## config.mk

```make
export PLATFORM = sky130hd
export DESIGN_NAME = atm_tx_cell_proc
export DESIGN_NICKNAME = d
export VERILOG_FILES = /design/src/rtl/atm_tx_pkg.sv /design/src/rtl/atm_hec_gen.sv /design/src/rtl/atm_payload_scrambler.sv /design/src/rtl/atm_hec_err_pattern.sv /design/src/rtl/atm_tx_cell_proc.sv
export SDC_FILE = /design/constraint.sdc
export NUM_CORES = 1
export LEC_CHECK = 0
export ABC_CLOCK_PERIOD_IN_PS = 7200
export BUFFER_PORTS_ARGS = -buffer_cell sky130_fd_sc_hd__buf_2
export CAP_MARGIN = 10
export CORE_ASPECT_RATIO = 0.9
export CORE_MARGIN = 5
export CORE_UTILIZATION = 65
export CTS_BUF_LIST = sky130_fd_sc_hd__clkbuf_4 sky130_fd_sc_hd__clkbuf_8
export DETAILED_ROUTE_END_ITERATION = 10
export PLACE_DENSITY_LB_ADDON = 0.2
export SETUP_SLACK_MARGIN = 0.02
export SYNTH_ARGS = -nofsm -noshare
export SYNTH_HDL_FRONTEND = slang
export SYNTH_HIERARCHICAL = 1
export SYNTH_SLANG_ARGS = --single-unit
```

## constraint.sdc

```tcl
create_clock -name clk -period 7.2 [get_ports clk]
set_input_delay 0.72 -clock clk [delete_from_list [all_inputs] [get_ports clk]]
set_output_delay 0.72 -clock clk [all_outputs]
set_load 0.005 [all_outputs]
```

## src/rtl/atm_tx_pkg.sv

```systemverilog
package atm_tx_pkg;
   localparam logic [7:0] HEC_POLY  = 8'h07;
   localparam logic [7:0] HEC_COSET = 8'h55;

   // one byte of CRC-8, MSB first
   function automatic logic [7:0] crc8_step(input logic [7:0] crc, input logic [7:0] d);
      logic [7:0] c;
      logic       fb;
      c = crc;
      for (int i = 7; i >= 0; i--) begin
         fb = c[7] ^ d[i];
         c  = {c[6:0], 1'b0};
         if (fb) c = c ^ HEC_POLY;
      end
      return c;
   endfunction
endpackage

```

## src/rtl/atm_hec_gen.sv

```systemverilog
module atm_hec_gen
   import atm_tx_pkg::*;
(
   input  logic       clk,
   input  logic       rst_n,
   input  logic       cell_start,
   input  logic       hdr_byte,
   input  logic [7:0] byte_in,
   output logic [7:0] crc
);
   logic [7:0] crc_q;
   logic [7:0] seed;

   assign seed = cell_start ? 8'h00 : crc_q;

   always_ff @(posedge clk) begin
      if (!rst_n)        crc_q <= 8'h00;
      else if (hdr_byte) crc_q <= crc8_step(seed, byte_in);
   end

   assign crc = crc_q;
endmodule

```

## src/rtl/atm_payload_scrambler.sv

```systemverilog
module atm_payload_scrambler #(
   parameter int LEN    = 43,
   parameter bit ENABLE = 1'b1
) (
   input  logic       clk,
   input  logic       rst_n,
   input  logic       advance,
   input  logic [7:0] din,
   output logic [7:0] dout
);
   generate
      if (ENABLE) begin : g_scr
         logic [LEN-1:0] st_q;
         logic [LEN-1:0] st_n;
         logic [7:0]     sb;

         always_comb begin
            st_n = st_q;
            sb   = 8'h00;
            for (int i = 7; i >= 0; i--) begin
               sb[i] = din[i] ^ st_n[LEN-1];
               st_n  = {st_n[LEN-2:0], sb[i]};
            end
         end

         always_ff @(posedge clk) begin
            if (!rst_n)       st_q <= '0;
            else if (advance) st_q <= st_n;
         end

         assign dout = sb;
      end else begin : g_bypass
         assign dout = din;
      end
   endgenerate
endmodule

```

## src/rtl/atm_hec_err_pattern.sv

```systemverilog
module atm_hec_err_pattern #(
   parameter int CNT_W = 8
) (
   input  logic             clk,
   input  logic             rst_n,
   input  logic             enable,
   input  logic             cell_start,
   input  logic [CNT_W-1:0] on_len,
   input  logic [CNT_W-1:0] off_len,
   output logic             corrupt
);
   logic             en_q;
   logic             on_q;
   logic [CNT_W-1:0] cnt_q;
   logic             rise;
   logic             eff_on;
   logic [CNT_W:0]   cnt_inc;

   assign rise    = enable && !en_q;
   assign eff_on  = rise ? 1'b1 : on_q;
   assign cnt_inc = rise ? (CNT_W+1)'(1) : ({1'b0, cnt_q} + 1'b1);
   assign corrupt = enable && cell_start && eff_on && (on_len != '0);

   always_ff @(posedge clk) begin
      if (!rst_n) begin
         en_q  <= 1'b0;
         on_q  <= 1'b1;
         cnt_q <= '0;
      end else begin
         en_q <= enable;
         if (enable && cell_start) begin
            if (eff_on) begin
               if (cnt_inc >= {1'b0, on_len}) begin
                  cnt_q <= '0;
                  on_q  <= (off_len == '0);
               end else begin
                  cnt_q <= cnt_inc[CNT_W-1:0];
                  on_q  <= 1'b1;
               end
            end else begin
               if (cnt_inc >= {1'b0, off_len}) begin
                  cnt_q <= '0;
                  on_q  <= 1'b1;
               end else begin
                  cnt_q <= cnt_inc[CNT_W-1:0];
                  on_q  <= 1'b0;
               end
            end
         end else if (rise) begin
            cnt_q <= '0;
            on_q  <= 1'b1;
         end
      end
   end
endmodule

```

## src/rtl/atm_tx_cell_proc.sv

```systemverilog
module atm_tx_cell_proc
   import atm_tx_pkg::*;
#(
   parameter int         CELL_BYTES   = 53,
   parameter int         HDR_BYTES    = 4,
   parameter int         SCR_LEN      = 43,
   parameter bit         SCRAMBLER    = 1'b1,
   parameter int         ERR_CNT_W    = 8,
   parameter int         HEC_ERR_BIT  = 0,
   parameter logic [7:0] FILL_PAYLOAD = 8'h6A,
   parameter logic [7:0] IDLE_TAIL    = 8'h01
) (
   input  logic                 clk,
   input  logic                 rst_n,
   input  logic [7:0]           in_data,
   input  logic                 in_valid,
   input  logic                 in_sop,
   output logic                 in_ready,
   input  logic                 cfg_hec_insert,
   input  logic                 cfg_user_coset_off,
   input  logic                 cfg_fill_coset_off,
   input  logic                 cfg_fill_unassigned,
   input  logic                 cfg_scramble,
   input  logic                 cfg_err_inject,
   input  logic [ERR_CNT_W-1:0] cfg_err_on_cells,
   input  logic [ERR_CNT_W-1:0] cfg_err_off_cells,
   output logic [7:0]           out_data,
   output logic                 out_sop
);
   localparam int         POS_W    = $clog2(CELL_BYTES);
   localparam logic [7:0] ERR_MASK = 8'(1) << HEC_ERR_BIT;

   generate
      if (HDR_BYTES + 1 >= CELL_BYTES) begin : g_bad_cell
         $error("cell must hold header, check byte and payload");
      end
      if (HEC_ERR_BIT < 0 || HEC_ERR_BIT > 7) begin : g_bad_bit
         $error("error bit must lie inside the check byte");
      end
      if (SCR_LEN < 2) begin : g_bad_scr
         $error("scrambler length too short");
      end
   endgenerate

   logic [POS_W-1:0] pos_q;
   logic             user_q;
   logic             err_q;
   logic             at_start;
   logic             start_user;
   logic             cell_user;
   logic             is_hdr;
   logic             is_hec;
   logic             is_pay;
   logic             last;
   logic [7:0]       fill_hdr;
   logic [7:0]       src_byte;
   logic [7:0]       crc;
   logic [7:0]       hec_calc;
   logic [7:0]       hec_base;
   logic [7:0]       hec_out;
   logic [7:0]       scr_byte;
   logic [7:0]       pay_out;
   logic [7:0]       next_byte;
   logic             corrupt;
   logic             coset_off;

   assign at_start   = (pos_q == '0);
   assign last       = (pos_q == POS_W'(CELL_BYTES - 1));
   assign start_user = at_start && in_valid && in_sop;
   assign cell_user  = at_start ? start_user : user_q;
   assign in_ready   = at_start || user_q;

   assign is_hdr = (pos_q <  POS_W'(HDR_BYTES));
   assign is_hec = (pos_q == POS_W'(HDR_BYTES));
   assign is_pay = !is_hdr && !is_hec;

   assign fill_hdr = (pos_q == POS_W'(HDR_BYTES - 1) && !cfg_fill_unassigned) ? IDLE_TAIL : 8'h00;
   assign src_byte = cell_user ? in_data : (is_hdr ? fill_hdr : FILL_PAYLOAD);

   atm_hec_gen u_hec (
      .clk        (clk),
      .rst_n      (rst_n),
      .cell_start (at_start),
      .hdr_byte   (is_hdr),
      .byte_in    (src_byte),
      .crc        (crc)
   );

   assign coset_off = cell_user ? cfg_user_coset_off : cfg_fill_coset_off;
   assign hec_calc  = crc ^ (coset_off ? 8'h00 : HEC_COSET);
   assign hec_base  = (cell_user && !cfg_hec_insert) ? in_data : hec_calc;
   assign hec_out   = hec_base ^ (err_q ? ERR_MASK : 8'h00);

   atm_hec_err_pattern #(.CNT_W(ERR_CNT_W)) u_err (
      .clk        (clk),
      .rst_n      (rst_n),
      .enable     (cfg_err_inject),
      .cell_start (at_start),
      .on_len     (cfg_err_on_cells),
      .off_len    (cfg_err_off_cells),
      .corrupt    (corrupt)
   );

   atm_payload_scrambler #(.LEN(SCR_LEN), .ENABLE(SCRAMBLER)) u_scr (
      .clk     (clk),
      .rst_n   (rst_n),
      .advance (is_pay && cfg_scramble),
      .din     (src_byte),
      .dout    (scr_byte)
   );

   assign pay_out   = cfg_scramble ? scr_byte : src_byte;
   assign next_byte = is_hdr ? src_byte : (is_hec ? hec_out : pay_out);

   always_ff @(posedge clk) begin
      if (!rst_n) begin
         pos_q    <= '0;
         user_q   <= 1'b0;
         err_q    <= 1'b0;
         out_data <= 8'h00;
         out_sop  <= 1'b0;
      end else begin
         pos_q    <= last ? '0 : pos_q + 1'b1;
         user_q   <= cell_user;
         if (at_start) err_q <= corrupt;
         out_data <= next_byte;
         out_sop  <= at_start;
      end
   end
endmodule

```

# ---- Yosys cells after proc, flatten, opt, wreduce, memory -nomap -nowiden
# Cells that the tools add are included.
dict set report word_totals {
  mem_bits_ro 0
  ff_bits 78
  elab_cells 111
  input_bits 34
  mem_count 0
  out_inout_bits 10
  ram_bits 0
  latchBits 0
}
dict set report classes {
  eq_ne 3
  div 0
  magnitude_cmp 3
  addsub 2
  mux 45
  n_mul 0
  bitwise_logic 27
  reduce_logical 21
  n_shift 0
}
# operator count
set ops {}
lappend ops {{8-bit two-way mux} 25}
lappend ops {{3-bit two-way mux} 8}
lappend ops {{3-bit inverter} 8}
lappend ops {{9-bit by 8-bit greater-or-equal comparator with 1-bit output} 2}
lappend ops {{1-bit bitwise XOR} 16}
lappend ops {{7-bit two-way mux} 2}
lappend ops {{1-bit logical AND} 10}
lappend ops {{8-bit by 1-bit adder with 9-bit output, second input constant} 1}
lappend ops {{1-bit two-way mux} 9}
lappend ops {{9-bit two-way mux} 1}
lappend ops {{8-bit zero test} 1}
lappend ops {{8-bit nonzero test} 1}
lappend ops {{8-bit by 1-bit bitwise XOR with 8-bit output} 1}
lappend ops {{8-bit by 7-bit bitwise XOR with 8-bit output} 1}
lappend ops {{6-bit by 1-bit adder with 6-bit output, second input constant} 1}
lappend ops {{6-bit by 2-bit equality test with 1-bit output, second input constant} 1}
lappend ops {{6-bit by 3-bit equality test with 1-bit output, second input constant} 1}
lappend ops {{6-bit equality test, second input constant} 1}
lappend ops {{6-bit zero test} 1}
lappend ops {{6-bit by 3-bit less-than comparator with 1-bit output, second input constant} 1}
lappend ops {{1-bit zero test} 5}
lappend ops {{2-bit nonzero test} 1}
lappend ops {{2-bit OR reduction} 1}
lappend ops {{1-bit logical OR} 1}
lappend ops {{1-bit inverter} 1}

# ---- Depth between registers and ports, before layout
# Gate-level depths: netlist of the first run.
dict set report logic_depth {
  depth_word 35
  depth_mapped 15
  ltp_nobuf 13
}

# ---- Modules after synthesis
# Netlist of the first run, hierarchy kept.
# module instances area_each_um2 seq_area_each_um2 cells_each
set by_module_without_submodules {}
lappend by_module_without_submodules {atm_payload_scrambler 1 1724.2 860.8 155}
lappend by_module_without_submodules {atm_tx_cell_proc 1 1198.6 340.3 162}
lappend by_module_without_submodules {atm_hec_err_pattern 1 1081.0 200.2 142}
lappend by_module_without_submodules {atm_hec_gen 1 665.6 160.2 65}

# ---- Worst setup path after synthesis of the first run
# Ideal clock, no wire load.
dict set report synth_path {
  path_type {flip-flop to flip-flop}
  startpoint {register pos_q[3]}
  endpoint {register u_hec.crc_q[2], in the netlist u_hec/crc[2]}
  arrival_time_ns 2.922
  setup_time_ns 0.070
  stages_incl_launch_ff 14
  path_buffers 3
  required_time_ns 7.130
  path_slack_ns 4.208
  period_less_slack_ns 2.992
  path_cell_list {dfxtp_1 > or4_4 > buf_6 > or2_0 > buf_2 > and2_4 > buf_6 > nand2_1 > o21a_1 > xnor2_1 > xnor3_1 > xor2_1 > xnor3_1 > a21oi_1}
}
dict set report synth_via {
  elab_cells_between_ends 39
  classes_between {order compare: 1; eq/ne: 1; mux: 24; bitwise: 9; reduce/logical: 4}
}
# element line
set synth_lines {}
lappend synth_lines {{from (decl)} atm_tx_cell_proc.sv:45} ;# logic [POS_W-1:0] pos_q;
lappend synth_lines {{from (signal assigned)} atm_tx_cell_proc.sv:123} ;# pos_q <= last ? '0 : pos_q + 1'b1;
lappend synth_lines {{branches (longest 4 deep; another with 6-bit by 3-bit less-than comparator with 1-bit output)} --}
lappend synth_lines {{8-bit two-way mux (*)} atm_tx_cell_proc.sv:78} ;# assign src_byte = cell_user ? in_data : (is_hdr ? fill_hdr : FILL_PAYLOAD);
lappend synth_lines {{via src_byte[6]} atm_tx_cell_proc.sv:56} ;# logic [7:0] src_byte;
lappend synth_lines {{1-bit bitwise XOR (*)} atm_tx_pkg.sv:11} ;# fb = c[7] ^ d[i];
lappend synth_lines {{3-bit two-way mux (*)} atm_tx_pkg.sv:13} ;# if (fb) c = c ^ HEC_POLY;
lappend synth_lines {{8-bit two-way mux (*)} atm_hec_gen.sv:18} ;# else if (hdr_byte) crc_q <= crc8_step(seed, byte_in);
lappend synth_lines {{8-bit two-way mux (*)} atm_hec_gen.sv:17} ;# if (!rst_n) crc_q <= 8'h00;
lappend synth_lines {{8-bit two-way mux (*)} atm_hec_gen.sv:18}
lappend synth_lines {{(+3 left out)} --}
lappend synth_lines {{8-bit two-way mux (*)} atm_hec_gen.sv:18}
lappend synth_lines {{8-bit two-way mux (*)} atm_hec_gen.sv:17}
lappend synth_lines {{8-bit two-way mux (*)} atm_hec_gen.sv:18}
lappend synth_lines {{8-bit two-way mux (*)} atm_hec_gen.sv:17}
lappend synth_lines {{8-bit two-way mux (*)} atm_hec_gen.sv:18}
lappend synth_lines {{8-bit two-way mux (*)} atm_hec_gen.sv:17}
lappend synth_lines {{1-bit bitwise XOR (*)} atm_tx_pkg.sv:11}
lappend synth_lines {{3-bit two-way mux (*)} atm_tx_pkg.sv:13}
lappend synth_lines {{to (signal assigned)} atm_hec_gen.sv:18}
lappend synth_lines {{to (decl)} atm_hec_gen.sv:11} ;# logic [7:0] crc_q;
# Mark *: on every way through the listed nets, which the timed path passes. The select of a mux whose other input is x is not followed.
# A chain may end at the register's enable or synchronous reset.

# ---- Worst setup path in the final report of the first run
dict set report layout_path {
  startpoint {register pos_q[3]}
  endpoint {register u_hec.crc_q[2], in the netlist u_hec/crc[2]}
}
dict set report layout_via {
  elab_cells_between_ends 39
  classes_between {order compare: 1; eq/ne: 1; mux: 24; bitwise: 9; reduce/logical: 4}
}
# element line
set layout_lines {}
lappend layout_lines {{6-bit by 3-bit less-than comparator with 1-bit output (*)} atm_tx_cell_proc.sv:73} ;# assign is_hdr = (pos_q < POS_W'(HDR_BYTES));
lappend layout_lines {{via is_hdr} atm_tx_cell_proc.sv:51} ;# logic is_hdr;
lappend layout_lines {{7-bit two-way mux} atm_tx_cell_proc.sv:78}
lappend layout_lines {{8-bit two-way mux} atm_tx_cell_proc.sv:78}
lappend layout_lines {{1-bit bitwise XOR} atm_tx_pkg.sv:11}
lappend layout_lines {{3-bit two-way mux} atm_tx_pkg.sv:13}
lappend layout_lines {{8-bit two-way mux} atm_hec_gen.sv:18}
lappend layout_lines {{8-bit two-way mux} atm_hec_gen.sv:17}
lappend layout_lines {{(+4 left out)} --}
lappend layout_lines {{8-bit two-way mux} atm_hec_gen.sv:18}
lappend layout_lines {{8-bit two-way mux} atm_hec_gen.sv:17}
lappend layout_lines {{8-bit two-way mux} atm_hec_gen.sv:18}
lappend layout_lines {{8-bit two-way mux} atm_hec_gen.sv:17}
lappend layout_lines {{8-bit two-way mux} atm_hec_gen.sv:18}
lappend layout_lines {{8-bit two-way mux} atm_hec_gen.sv:17}
lappend layout_lines {{1-bit bitwise XOR} atm_tx_pkg.sv:11}
lappend layout_lines {{3-bit two-way mux} atm_tx_pkg.sv:13}
# Mark *: on every way through the listed nets, which the timed path passes. The rest lies on a longest branch. The select of a mux whose other input is x is not followed.

==> results of run 1 <==
-- Yosys cell counts, drive strengths merged (2+ instances only) --
library cell	instances	share of area
nor3	4	0.0043
nor3b	2	0.0032
mux2i	43	0.092
and3	4	0.0054
nor4	5	0.0067
o31ai	3	0.0048
clkbuf	13	0.010
nand2b	5	0.0067
ha	15	0.040
a31oi	5	0.0067
o21ai	31	0.035
o211ai	6	0.012
nand3	13	0.014
a32o	7	0.015
nand3b	2	0.0032
xnor3	4	0.019
buf	14	0.035
nor2b	47	0.065
and2	12	0.017
xnor2	31	0.064
nand4	4	0.0054
nand2	25	0.021
a211oi	10	0.017
dfxtp	78	0.33
a31o	2	0.0038
o311ai	2	0.0038
a21oi	35	0.038
xor2	13	0.024
inv	31	0.025
o21a	6	0.0096
nor2	38	0.031
-- worst paths after layout --
| path | from | to |
|---|---|---|
| worst max-delay path | pos_q[3]$_SDFF_PP0_ | u_hec/crc[2]$_SDFFE_PN0P_ |
| worst min-delay path | pos_q[0]$_SDFF_PP0_ | pos_q[0]$_SDFF_PP0_ |
| worst max register to register | pos_q[3]$_SDFF_PP0_ | u_hec/crc[2]$_SDFFE_PN0P_ |
| worst min register to register | pos_q[0]$_SDFF_PP0_ | pos_q[0]$_SDFF_PP0_ |
-- cell type report --
| class | count | area, µm² |
|---|---|---|
| fill | 570 | 2004 |
| clock buffer | 10 | 137.6 |
| multi-input combinational | 387 | 2785 |
| inverter | 32 | 120.1 |
| sequential | 78 | 1562 |
| tap | 93 | 116.4 |
| timing repair buffer | 44 | 222.7 |
| clock inverter | 6 | 91.34 |
-- state kept, by name, summed over array words and instances, names as in the netlist --
name              count
user_q                1
u_hec/crc             8
out_data              8
u_err/on_q            1
u_err/cnt_q           8
pos_q                 6
u_err/en_q            1
out_sop               1
err_q                 1
u_scr/g_scr.st_q     43
-- power by group --
group	internal (mW)	switching, mW	total [mW]
clock network	0.207	0.166	0.373
logic	0.174	0.167	0.341
registers	0.461	0.0422	0.503
-- critical path, stage by stage (launching register included) --
cell                       delay, ps
sky130_fd_sc_hd__dfxtp_1         360
sky130_fd_sc_hd__or4_4           610
sky130_fd_sc_hd__clkinv_1        410
sky130_fd_sc_hd__nand2_1         180
sky130_fd_sc_hd__inv_1           430
sky130_fd_sc_hd__nor2b_4          90
sky130_fd_sc_hd__xnor3_1         360
sky130_fd_sc_hd__xor2_1          320
sky130_fd_sc_hd__xnor3_1         270
sky130_fd_sc_hd__a21oi_1         150
-- cells by family after synthesis --
| kind of cell | after synthesis |
|---|---|
| AOI/OAI and AO/OA | 114 |
| xor gates and xnor gates | 49 |
| adders and majority gates | 15 |
| buffers and inverters | 59 |
| DFF | 78 |
| muxes | 43 |
| and+or+nand+nor | 166 |
-- per-stage QoR --
stage               cells  utilization  instance area, µm²
floorplan             524            -                4669
CTS                   650       0.7153                5035
global placement      634       0.6827                4806
global route          650       0.7153                5035
detailed placement    634       0.6827                4806
finish                650       0.7153                5035
-- routing by layer --
| metal | wire length (µm) | vias to the layer above | global-route usage |
|---|---|---|---|
| li1 | - | 1885 | - |
| met1 | 4679 | 1782 | 0.3250 |
| met5 | 0 | - | 0 |
| met4 | 163 | 0 | 0.07167 |
| met3 | 707 | 17 | 0.04556 |
| met2 | 4698 | 145 | 0.3546 |
==> reports/summary.txt, run 1 <==
=========================================================================================
Via count                                                                            3829
TritonCTS clock tree                                                                  yes
Total number of nets in the final design                                              601
Clock tree root buffer cell                                                  sky130_fd_sc_hd__clkbuf_8
Starting density of the core                                                       0.6633
Number of search-and-repair iterations in the first detailed-routing pass               4
Number of failing hold endpoints at the final stage                                     0
Count of nets left with antenna violations after detail routing                         0
Share of the synthesized area in compound gates (AO/OA/AOI/OAI)                    0.1586
Post-layout total power                                                          1.217 mW
Worst Hold Margin                                                                471.7 ps
Hold Path Stages                                                                        1
Maximum achievable frequency                                                    304.7 MHz
Peak ir drop on the vdd network                                                  160.7 µV
Slack of the worst reg-to-reg path                                                3920 ps
Synthesized area                                                                 4669 µm²
Post-Synthesis Mean Instance Area                                               8.911 µm²
Diode count                                                                             0
Maximum Capacitance Violations                                                          0
Buffers inserted during post-CTS setup optimization                                     0
Fraction of final layout cells with drive strength greater than 1                  0.1400
Required arrival time at the worst endpoint                                       7460 ps
Boundary Pins                                                                          44
Number of synthesized flops with an enable pin                                          0
Total die area                                                                   8981 µm²
Layout Skew                                                                      20.34 ps
Worst slack, placed                                                               3963 ps
Sequential-to-total area share from yosys stat                                     0.3344
Core Region                                                                      7039 µm²
Arrival time worst endpoint                                                       3540 ps
Synth Warn #                                                                            6
Final worst path period need                                                      3282 ps
Worst setup margin                                                                3918 ps
Antenna violations before repair                                                        0
Clock slew seen by the registers of the worst setup and hold paths                  90 ps
Critical Setup Path Class                                                    flip-flop to flip-flop
Netlist cell types                                                                     65
Number of vias per cell                                                             5.891
Relative area change from synthesis to final layout                                7.824%
Type of the tightest min-delay check                                         flip-flop to flip-flop
Total global routing track utilization                                             0.2307
Fin Setup TNS                                                                        0 ps
Max-slew violation count                                                                0
WL per Instance                                                                  15.76 µm
TritonCTS Buffers                                                                       9
Most used flip-flop cell after synthesis                                     sky130_fd_sc_hd__dfxtp_1
Transition time at the pin with the least slew margin                             1013 ps
#FFs+latches synth                                                                     78
Leak pwr                                                                         2.021 nW
Clock latency of the later-clocked register in the worst-skew pair                 350 ps
Number of global-route vias before repair                                            3486
Synth Area in Adders                                                              0.04019
Period utilisation layout                                                          0.4558
DRC violation count after routing                                                       0
HPWL after detailed placement                                                    7.617 mm
Most used cells in the layout excluding fill and tap cells                   sky130_fd_sc_hd__dfxtp_1 (78), sky130_fd_sc_hd__nor2b_1 (45), sky130_fd_sc_hd__mux2i_1 (43), sky130_fd_sc_hd__buf_2 (43), sky130_fd_sc_hd__nor2_1 (36)
RSZ-0062 raised after global routing                                                   no
Largest net degree at the start of global routing                                      64
Clock net sink count                                                                   78
Length in cells of the worst reg-to-reg path                                            9
Area share of and/or/nand/nor cells after synthesis                                0.1913
Status                                                                       finished, final reports clean
Gate count of the mapped netlist                                                      524
Multiplexer fraction of the synthesized cell area                                 0.09218
Post-synthesis share of cell area spent on xor and xnor gates                      0.1125
Count of instances resized after the clock tree is built                                0
Worst rel slew slack                                                               0.3196
Largest fanout on the critical path                                                    21
Row Count                                                                              29
Combinational family with the most area after synthesis                      simple AND/OR/NAND/NOR gates
Htree depth                                                                             3
Number of hold buffers added after cts                                                  0
CTS Buffer Depth                                                                        2
Wire length of the first global-routing pass                                     16.99 mm
Last weighted congestion value of the routability-driven placer                    0.9050
Capturing element type of the critical path                                     flip-flop
Pwr Density                                                                  241.7 nW/µm²
Setup violators final                                                                   0
Number of violations reported at the end of detailed-routing iteration 0              240
Proportion of register bits with asynchronous set or reset after synthesis              0
Leading cell type in the layout, fill and taps excluded                      sky130_fd_sc_hd__dfxtp_1
Category of the worst setup path launch point                                   flip-flop
Routed wire length                                                               10.25 mm
DIE WIDTH                                                                        99.34 µm
Overall overflow remaining after global route                                           0
Port Buffers                                                                           43
Die boundary height                                                              90.41 µm
Number of nets in the synthesized netlist                                             573
=========================================================================================
Power figures use the tool's default switching activity.
==> run 2, diff against run 1 <==
--- a/config.mk
+++ b/config.mk
@@ -5,12 +5,12 @@
 export SDC_FILE = /design/constraint.sdc
 export NUM_CORES = 1
 export LEC_CHECK = 0
-export ABC_CLOCK_PERIOD_IN_PS = 7200
+export ABC_CLOCK_PERIOD_IN_PS = 2900
 export BUFFER_PORTS_ARGS = -buffer_cell sky130_fd_sc_hd__buf_2
 export CAP_MARGIN = 10
 export CORE_ASPECT_RATIO = 0.9
 export CORE_MARGIN = 5
-export CORE_UTILIZATION = 65
+export CORE_UTILIZATION = 56
 export CTS_BUF_LIST = sky130_fd_sc_hd__clkbuf_4 sky130_fd_sc_hd__clkbuf_8
 export DETAILED_ROUTE_END_ITERATION = 10
 export PLACE_DENSITY_LB_ADDON = 0.2
==> constraint.sdc (replaced) <==
create_clock -name clk -period 2.9 [get_ports clk]
set_input_delay 0.29 -clock clk [delete_from_list [all_inputs] [get_ports clk]]
set_output_delay 0.29 -clock clk [all_outputs]
set_load 0.005 [all_outputs]
==> run 2 against run 1 <==
- total power increased to 2.6 times the previous value
- fmax increased by 19%
- via count fell by 1.1%
- register-to-register slack lost 3800 ps
- final cell count increased by 3.7%
==> reports/summary.txt, run 2 (synthesis results as in run 1) <==
========================================================================================
Top register by number of flip-flops                                        u_scr/g_scr.st_q
Endpoint of the worst hold path                                             out_data[3]$_SDFF_PN0_
Die boundary height                                                             96.63 µm
Number of violations reported at the end of detailed-routing iteration 0             161
Number of search-and-repair iterations in the first detailed-routing pass              5
Total global routing track utilization                                            0.2026
Final worst path period need                                                     2762 ps
Maximum achievable frequency                                                   362.1 MHz
Htree depth                                                                            3
Relative area change from synthesis to final layout                               12.94%
WL per Instance                                                                 15.13 µm
Via count                                                                           3786
Number of hold buffers added after cts                                                 0
Number of vias per cell                                                            5.617
Biggest cell delay along the critical path                                        610 ps
Arrival time worst endpoint                                                      3050 ps
Fin Setup TNS                                                                       0 ps
Total number of nets in the final design                                             619
Type of the tightest min-delay check                                        input port to flip-flop
Slack of the worst reg-to-reg path                                                140 ps
Status                                                                      finished, final reports clean
Largest net degree at the start of global routing                                     48
Diode count                                                                            0
Startpoint of the worst register-to-register path                           pos_q[5]$_SDFF_PP0_
Total die area                                                                 10270 µm²
Post-route core utilization                                                       0.6506
Layout Skew                                                                     16.05 ps
Wire length of the first global-routing pass                                    17.08 mm
TritonCTS Buffers                                                                      9
Clock tree root buffer cell                                                 sky130_fd_sc_hd__clkbuf_8
Most used cells in the layout excluding fill and tap cells                  sky130_fd_sc_hd__dfxtp_1 (77), sky130_fd_sc_hd__nor2b_1 (45), sky130_fd_sc_hd__mux2i_1 (43), sky130_fd_sc_hd__buf_2 (43), sky130_fd_sc_hd__nor2_1 (36)
Destination of the worst register-to-register timing path                   u_hec/crc[2]$_SDFFE_PN0P_
Clock latency of the later-clocked register in the worst-skew pair                350 ps
Number of global-route vias before repair                                           3615
Antenna violations before repair                                                       0
Row Count                                                                             31
RSZ-0062 raised after global routing                                                  no
Peak ir drop on the vdd network                                                 307.6 µV
Starting density of the core                                                      0.5760
Overall overflow remaining after global route                                          0
DRC violation count after routing                                                      0
Length in cells of the worst reg-to-reg path                                           9
Port Buffers                                                                          43
Setup violators final                                                                  0
Capturing element type of the critical path                                    flip-flop
Hold Path Stages                                                                       3
Largest register FFs                                                                  43
Number of standard cells in the layout, taps in and fillers out                      674
Last weighted congestion value of the routability-driven placer                   0.9372
Core Region                                                                     8107 µm²
Required arrival time at the worst endpoint                                      3190 ps
Pwr Density                                                                 593.4 nW/µm²
Routed wire length                                                              10.20 mm
Leak pwr                                                                        2.130 nW
Boundary Pins                                                                         44
HPWL after detailed placement                                                   7.728 mm
Startpoint of the tightest hold check path                                    in_data[3]
Leading cell type in the layout, fill and taps excluded                     sky130_fd_sc_hd__dfxtp_1
Largest fanout on the critical path                                                   10
Master of the slowest instance on the critical path                         sky130_fd_sc_hd__or4_4
Critical-path cell list                                                     or4_4 > or2_1 > and2_4 > o21a_4 > xnor2_1 > xnor3_1 > xor2_2 > xnor3_1 > a21oi_1
Critical Setup Path Class                                                   flip-flop to flip-flop
Count of nets left with antenna violations after detail routing                        0
Transition time at the pin with the least slew margin                           624.7 ps
TritonCTS clock tree                                                                 yes
Worst rel slew slack                                                              0.5826
Category of the worst setup path launch point                                  flip-flop
Clock slew seen by the registers of the worst setup and hold paths                 90 ps
CTS Buffer Depth                                                                       2
Dominant cell type by count on the critical path                            sky130_fd_sc_hd__xnor3_1
Number of failing hold endpoints at the final stage                                    0
DIE WIDTH                                                                       106.3 µm
Period utilisation layout                                                         0.9524
Maximum Capacitance Violations                                                         0
Total instance count after detailed placement                                        658
Fraction of final layout cells with drive strength greater than 1                 0.1843
Clock net sink count                                                                  78
Max-slew violation count                                                               0
========================================================================================
-- run 2: cell count changes in the layout (fill, tap and decap cells not counted), sizes merged --
cell / change
clkinvlp: +1
bufinv: +1
clkinv: -2
buf: +18
-- run 2: per-layer routing --
layer  global-route usage  up-vias  wire length [µm]
li1                     -     1915                 -
met1               0.2594     1740              4704
met2               0.3283      108              4724
met3              0.05193       23               559
met4              0.07371        0               208
met5                    0        -                 0
-- run 2: cell type report --
cell class | count | area [µm²]
Fill cell | 678 | 2833
Tap cell | 99 | 123.9
Timing Repair Buffer | 62 | 370.4
Sequential cell | 78 | 1563
Clock inverter | 6 | 115.1
Clock buffer | 10 | 137.6
Multi-Input combinational cell | 387 | 2844
Inverter | 32 | 120.1
-- run 2: how the worst max path moves through the flow --
stage,from,end,slack [ps],cells past startpoint
finish,pos_q[5]$_SDFF_PP0_,u_hec/crc[2]$_SDFFE_PN0P_,140,9
global route,pos_q[5]$_SDFF_PP0_,u_hec/crc[2]$_SDFFE_PN0P_,50,9
CTS,pos_q[3]$_SDFF_PP0_,u_hec/crc[5]$_SDFFE_PN0P_,50,10
detailed placement,pos_q[3]$_SDFF_PP0_,u_hec/crc[5]$_SDFFE_PN0P_,80,10
global placement,pos_q[3]$_SDFF_PP0_,u_hec/crc[2]$_SDFFE_PN0P_,150,8
floorplan,pos_q[3]$_SDFF_PP0_,u_hec/crc[2]$_SDFFE_PN0P_,20,13
-- run 2: metrics by stage --
stage	hold slack [ps]	setup slack [ps]	area [µm²]	power (mW)
after floorplan	411.7	21.42	4687	1.945
after CTS	174.8	46.50	5230	3.144
after global routing	195.0	48.69	5274	3.292
after global placement	461.5	150.9	4977	2.103
final	196.1	138.1	5274	3.129
after detailed placement	466.5	76.65	4977	2.122
-- run 2: critical path, delay by kind of cell (launching register included) --
family | cells | cell delay, ps
simple gates | 3 | 1110
xor+xnor | 4 | 910
compound gates | 2 | 360
flops | 1 | 320
-- run 2: what timing repair did --
action                                  CTS  global route
buffers inserted                          0             0
gates resized for setup                   0            10
endpoints found under the setup margin    0             9
-- run 2: report_power, final --
part	internal, mW	switching (mW)
combinational	0.461	0.418
sequential	1.14	0.0924
clock	0.601	0.413
==> run 3, diff against run 2 <==
--- a/config.mk
+++ b/config.mk
@@ -8,9 +8,11 @@
 export ABC_CLOCK_PERIOD_IN_PS = 2900
 export BUFFER_PORTS_ARGS = -buffer_cell sky130_fd_sc_hd__buf_2
 export CAP_MARGIN = 10
+export CELL_PAD_IN_SITES_DETAIL_PLACEMENT = 1
+export CELL_PAD_IN_SITES_GLOBAL_PLACEMENT = 2
 export CORE_ASPECT_RATIO = 0.9
 export CORE_MARGIN = 5
-export CORE_UTILIZATION = 56
+export CORE_UTILIZATION = 35
 export CTS_BUF_LIST = sky130_fd_sc_hd__clkbuf_4 sky130_fd_sc_hd__clkbuf_8
 export DETAILED_ROUTE_END_ITERATION = 10
 export PLACE_DENSITY_LB_ADDON = 0.2
==> run 3 against run 2 <==
- combinational power grew 4.2%
- final area grew 1.7%
- clock skew shrank 9.3 ps
- non-clock buffer count grew 8
- via count grew 1.4%
- first-iteration DRC count grew 19%
- sequential power is essentially flat
- count of clock-buffer cells in the layout shrank 1
- clock power shrank 12%
- critical path type unchanged
- critical endpoint unchanged
- largest power group unchanged
- highest routed layer unchanged
==> reports/summary.txt, run 3 (synthesis results as in run 1) <==
========================================================================================
Status                                                                      finished, final reports clean
Largest fanout on the critical path                                                    6
Clock slew seen by the registers of the worst setup and hold paths                 80 ps
HPWL after detailed placement                                                   9.771 mm
Via count                                                                           3839
Switching part of the total                                                       0.3148
Post-layout total power                                                         3.053 mW
CTS Buffer Depth                                                                       2
Overall overflow remaining after global route                                          0
Post-route core utilization                                                       0.4059
Core Region                                                                    13210 µm²
Capturing element type of the critical path                                    flip-flop
Top Family by Delay on Critical Path                                        simple AND/OR/NAND/NOR gates
Period utilisation layout                                                         0.9534
Number of search-and-repair iterations in the first detailed-routing pass              4
Clock latency of the later-clocked register in the worst-skew pair                360 ps
Htree depth                                                                            3
Peak ir drop on the vdd network                                                 216.3 µV
DRC violation count after routing                                                      0
Biggest cell delay along the critical path                                        550 ps
Clock net sink count                                                                  78
Buffers inserted during post-CTS setup optimization                                    0
Post-route cell area                                                            5363 µm²
Setup violators final                                                                  0
Number of failing hold endpoints at the final stage                                    0
Critical Setup Path Class                                                   flip-flop to flip-flop
Internal power contribution                                                     2.092 mW
Fraction of final layout cells with drive strength greater than 1                 0.1924
Required arrival time at the worst endpoint                                      3200 ps
Routed wire length                                                              12.55 mm
Filler Cell Count                                                                   1575
Largest register FFs                                                                  43
Maximum Capacitance Violations                                                         0
Most used cells in the layout excluding fill and tap cells                  sky130_fd_sc_hd__dfxtp_1 (77), sky130_fd_sc_hd__nor2b_1 (45), sky130_fd_sc_hd__mux2i_1 (43), sky130_fd_sc_hd__buf_2 (43), sky130_fd_sc_hd__nor2_1 (35)
Port Buffers                                                                          43
Clock tree root buffer cell                                                 sky130_fd_sc_hd__clkbuf_8
Total global routing track utilization                                            0.1645
DIE WIDTH                                                                       131.8 µm
TritonCTS Buffers                                                                      9
Leading cell type in the layout, fill and taps excluded                     sky130_fd_sc_hd__dfxtp_1
Post-placement cell area                                                        5124 µm²
Total number of nets in the final design                                             627
Largest net degree at the start of global routing                                     40
Buffer and inverter count on the worst path                                            1
Clock network fraction of design power                                             0.292
Number of hold buffers added after cts                                                 0
Arrival time worst endpoint                                                      3060 ps
Diode count                                                                            0
Seq pwr share                                                                      0.408
Transition time at the pin with the least slew margin                           505.8 ps
Count of nets left with antenna violations after detail routing                        0
Final worst path period need                                                     2765 ps
Boundary Pins                                                                         44
Starting density of the core                                                      0.3534
Share of power burned in combinational logic                                       0.300
Category of the worst setup path launch point                                  flip-flop
Relative area change from synthesis to final layout                               14.84%
Pwr Density                                                                 569.3 nW/µm²
Number of global-route vias before repair                                           3975
Switching Power                                                                0.9610 mW
Max-slew violation count                                                               0
Critical-path cell list                                                     or4_4 > o21ai_2 > nand2_1 > and2_1 > buf_4 > xor2_1 > xnor2_2 > xnor3_1 > a21oi_1
Worst rel slew slack                                                              0.6597
Leak pwr                                                                        2.151 nW
Top register by number of flip-flops                                        u_scr/g_scr.st_q
Layout Skew                                                                     6.772 ps
Master of the slowest instance on the critical path                         sky130_fd_sc_hd__or4_4
Die boundary height                                                             119.6 µm
Maximum achievable frequency                                                   361.7 MHz
WL per Instance                                                                 16.73 µm
Type of the tightest min-delay check                                        input port to flip-flop
Total die area                                                                 15750 µm²
Antenna violations before repair                                                       0
Number of vias per cell                                                            5.119
RSZ-0062 raised after global routing                                                 yes
Row Count                                                                             40
TritonCTS clock tree                                                                 yes
Wire length of the first global-routing pass                                    20.79 mm
Number of violations reported at the end of detailed-routing iteration 0             191
Last weighted congestion value of the routability-driven placer                   0.8558
========================================================================================
run 3: final cells by class:
class,count,area (µm²),area share
timing repair buffer,70,430.4,0.08026
clock buffer,9,123.9,0.02310
inverter,32,120.1,0.02240
tap,168,210.2,0.03920
clock inverter,6,86.33,0.01610
multi-input combinational,387,2829,0.5275
sequential,78,1563,0.2914
run 3: worst min-delay path, cell delays in order:
cell and delay, ps:
sky130_fd_sc_hd__buf_2 100, sky130_fd_sc_hd__nand3_1 60, sky130_fd_sc_hd__o31ai_1 60
run 3: timing repair:
item,4_1_cts,5_1_grt
resized for setup,1,8
pin swaps,0,1
endpoints found under the setup margin,1,13
run 3: worst paths after layout:
kind / slack [ps] / depth (start not counted) / startpoint / end
worst max-delay path: 140 / 9 / pos_q[3]$_SDFF_PP0_ / u_hec/crc[2]$_SDFFE_PN0P_
worst min register to register: 480 / 1 / pos_q[0]$_SDFF_PP0_ / pos_q[0]$_SDFF_PP0_
worst min-delay path: 190 / 3 / in_data[4] / out_data[4]$_SDFF_PN0_
worst max register to register: 140 / 9 / pos_q[3]$_SDFF_PP0_ / u_hec/crc[2]$_SDFFE_PN0P_
run 3: power groups by stage:
stage / logic (mW) / registers [mW] / clock network, mW
CTS: 0.911 / 1.25 / 0.934
detailed placement: 0.905 / 1.27 / 0
global placement: 0.890 / 1.27 / 0
finish: 0.916 / 1.25 / 0.890
global route: 1.00 / 1.26 / 0.975
floorplan: 0.711 / 1.23 / 0
run 3: metal layers:
| metal | routed length (µm) | track usage | up-vias |
|---|---|---|---|
| li1 | - | - | 1917 |
| met1 | 6100 | 0.2184 | 1835 |
| met2 | 5559 | 0.2554 | 71 |
| met3 | 582 | 0.04736 | 16 |
| met4 | 304 | 0.05913 | 0 |
| met5 | 0 | 0 | - |
run 3: per-stage QoR:
stage          instances  hold WS [ps]  setup TNS, ps  worst slack (ps)
2_1_floorplan        524         411.7              0             21.42
3_3_place_gp         735         441.3              0             123.6
3_5_place_dp         735         467.9              0             42.14
4_1_cts              750         160.9              0             52.75
5_1_grt              750         173.0         -13.62            -13.62
6_report             750         191.7              0             135.0
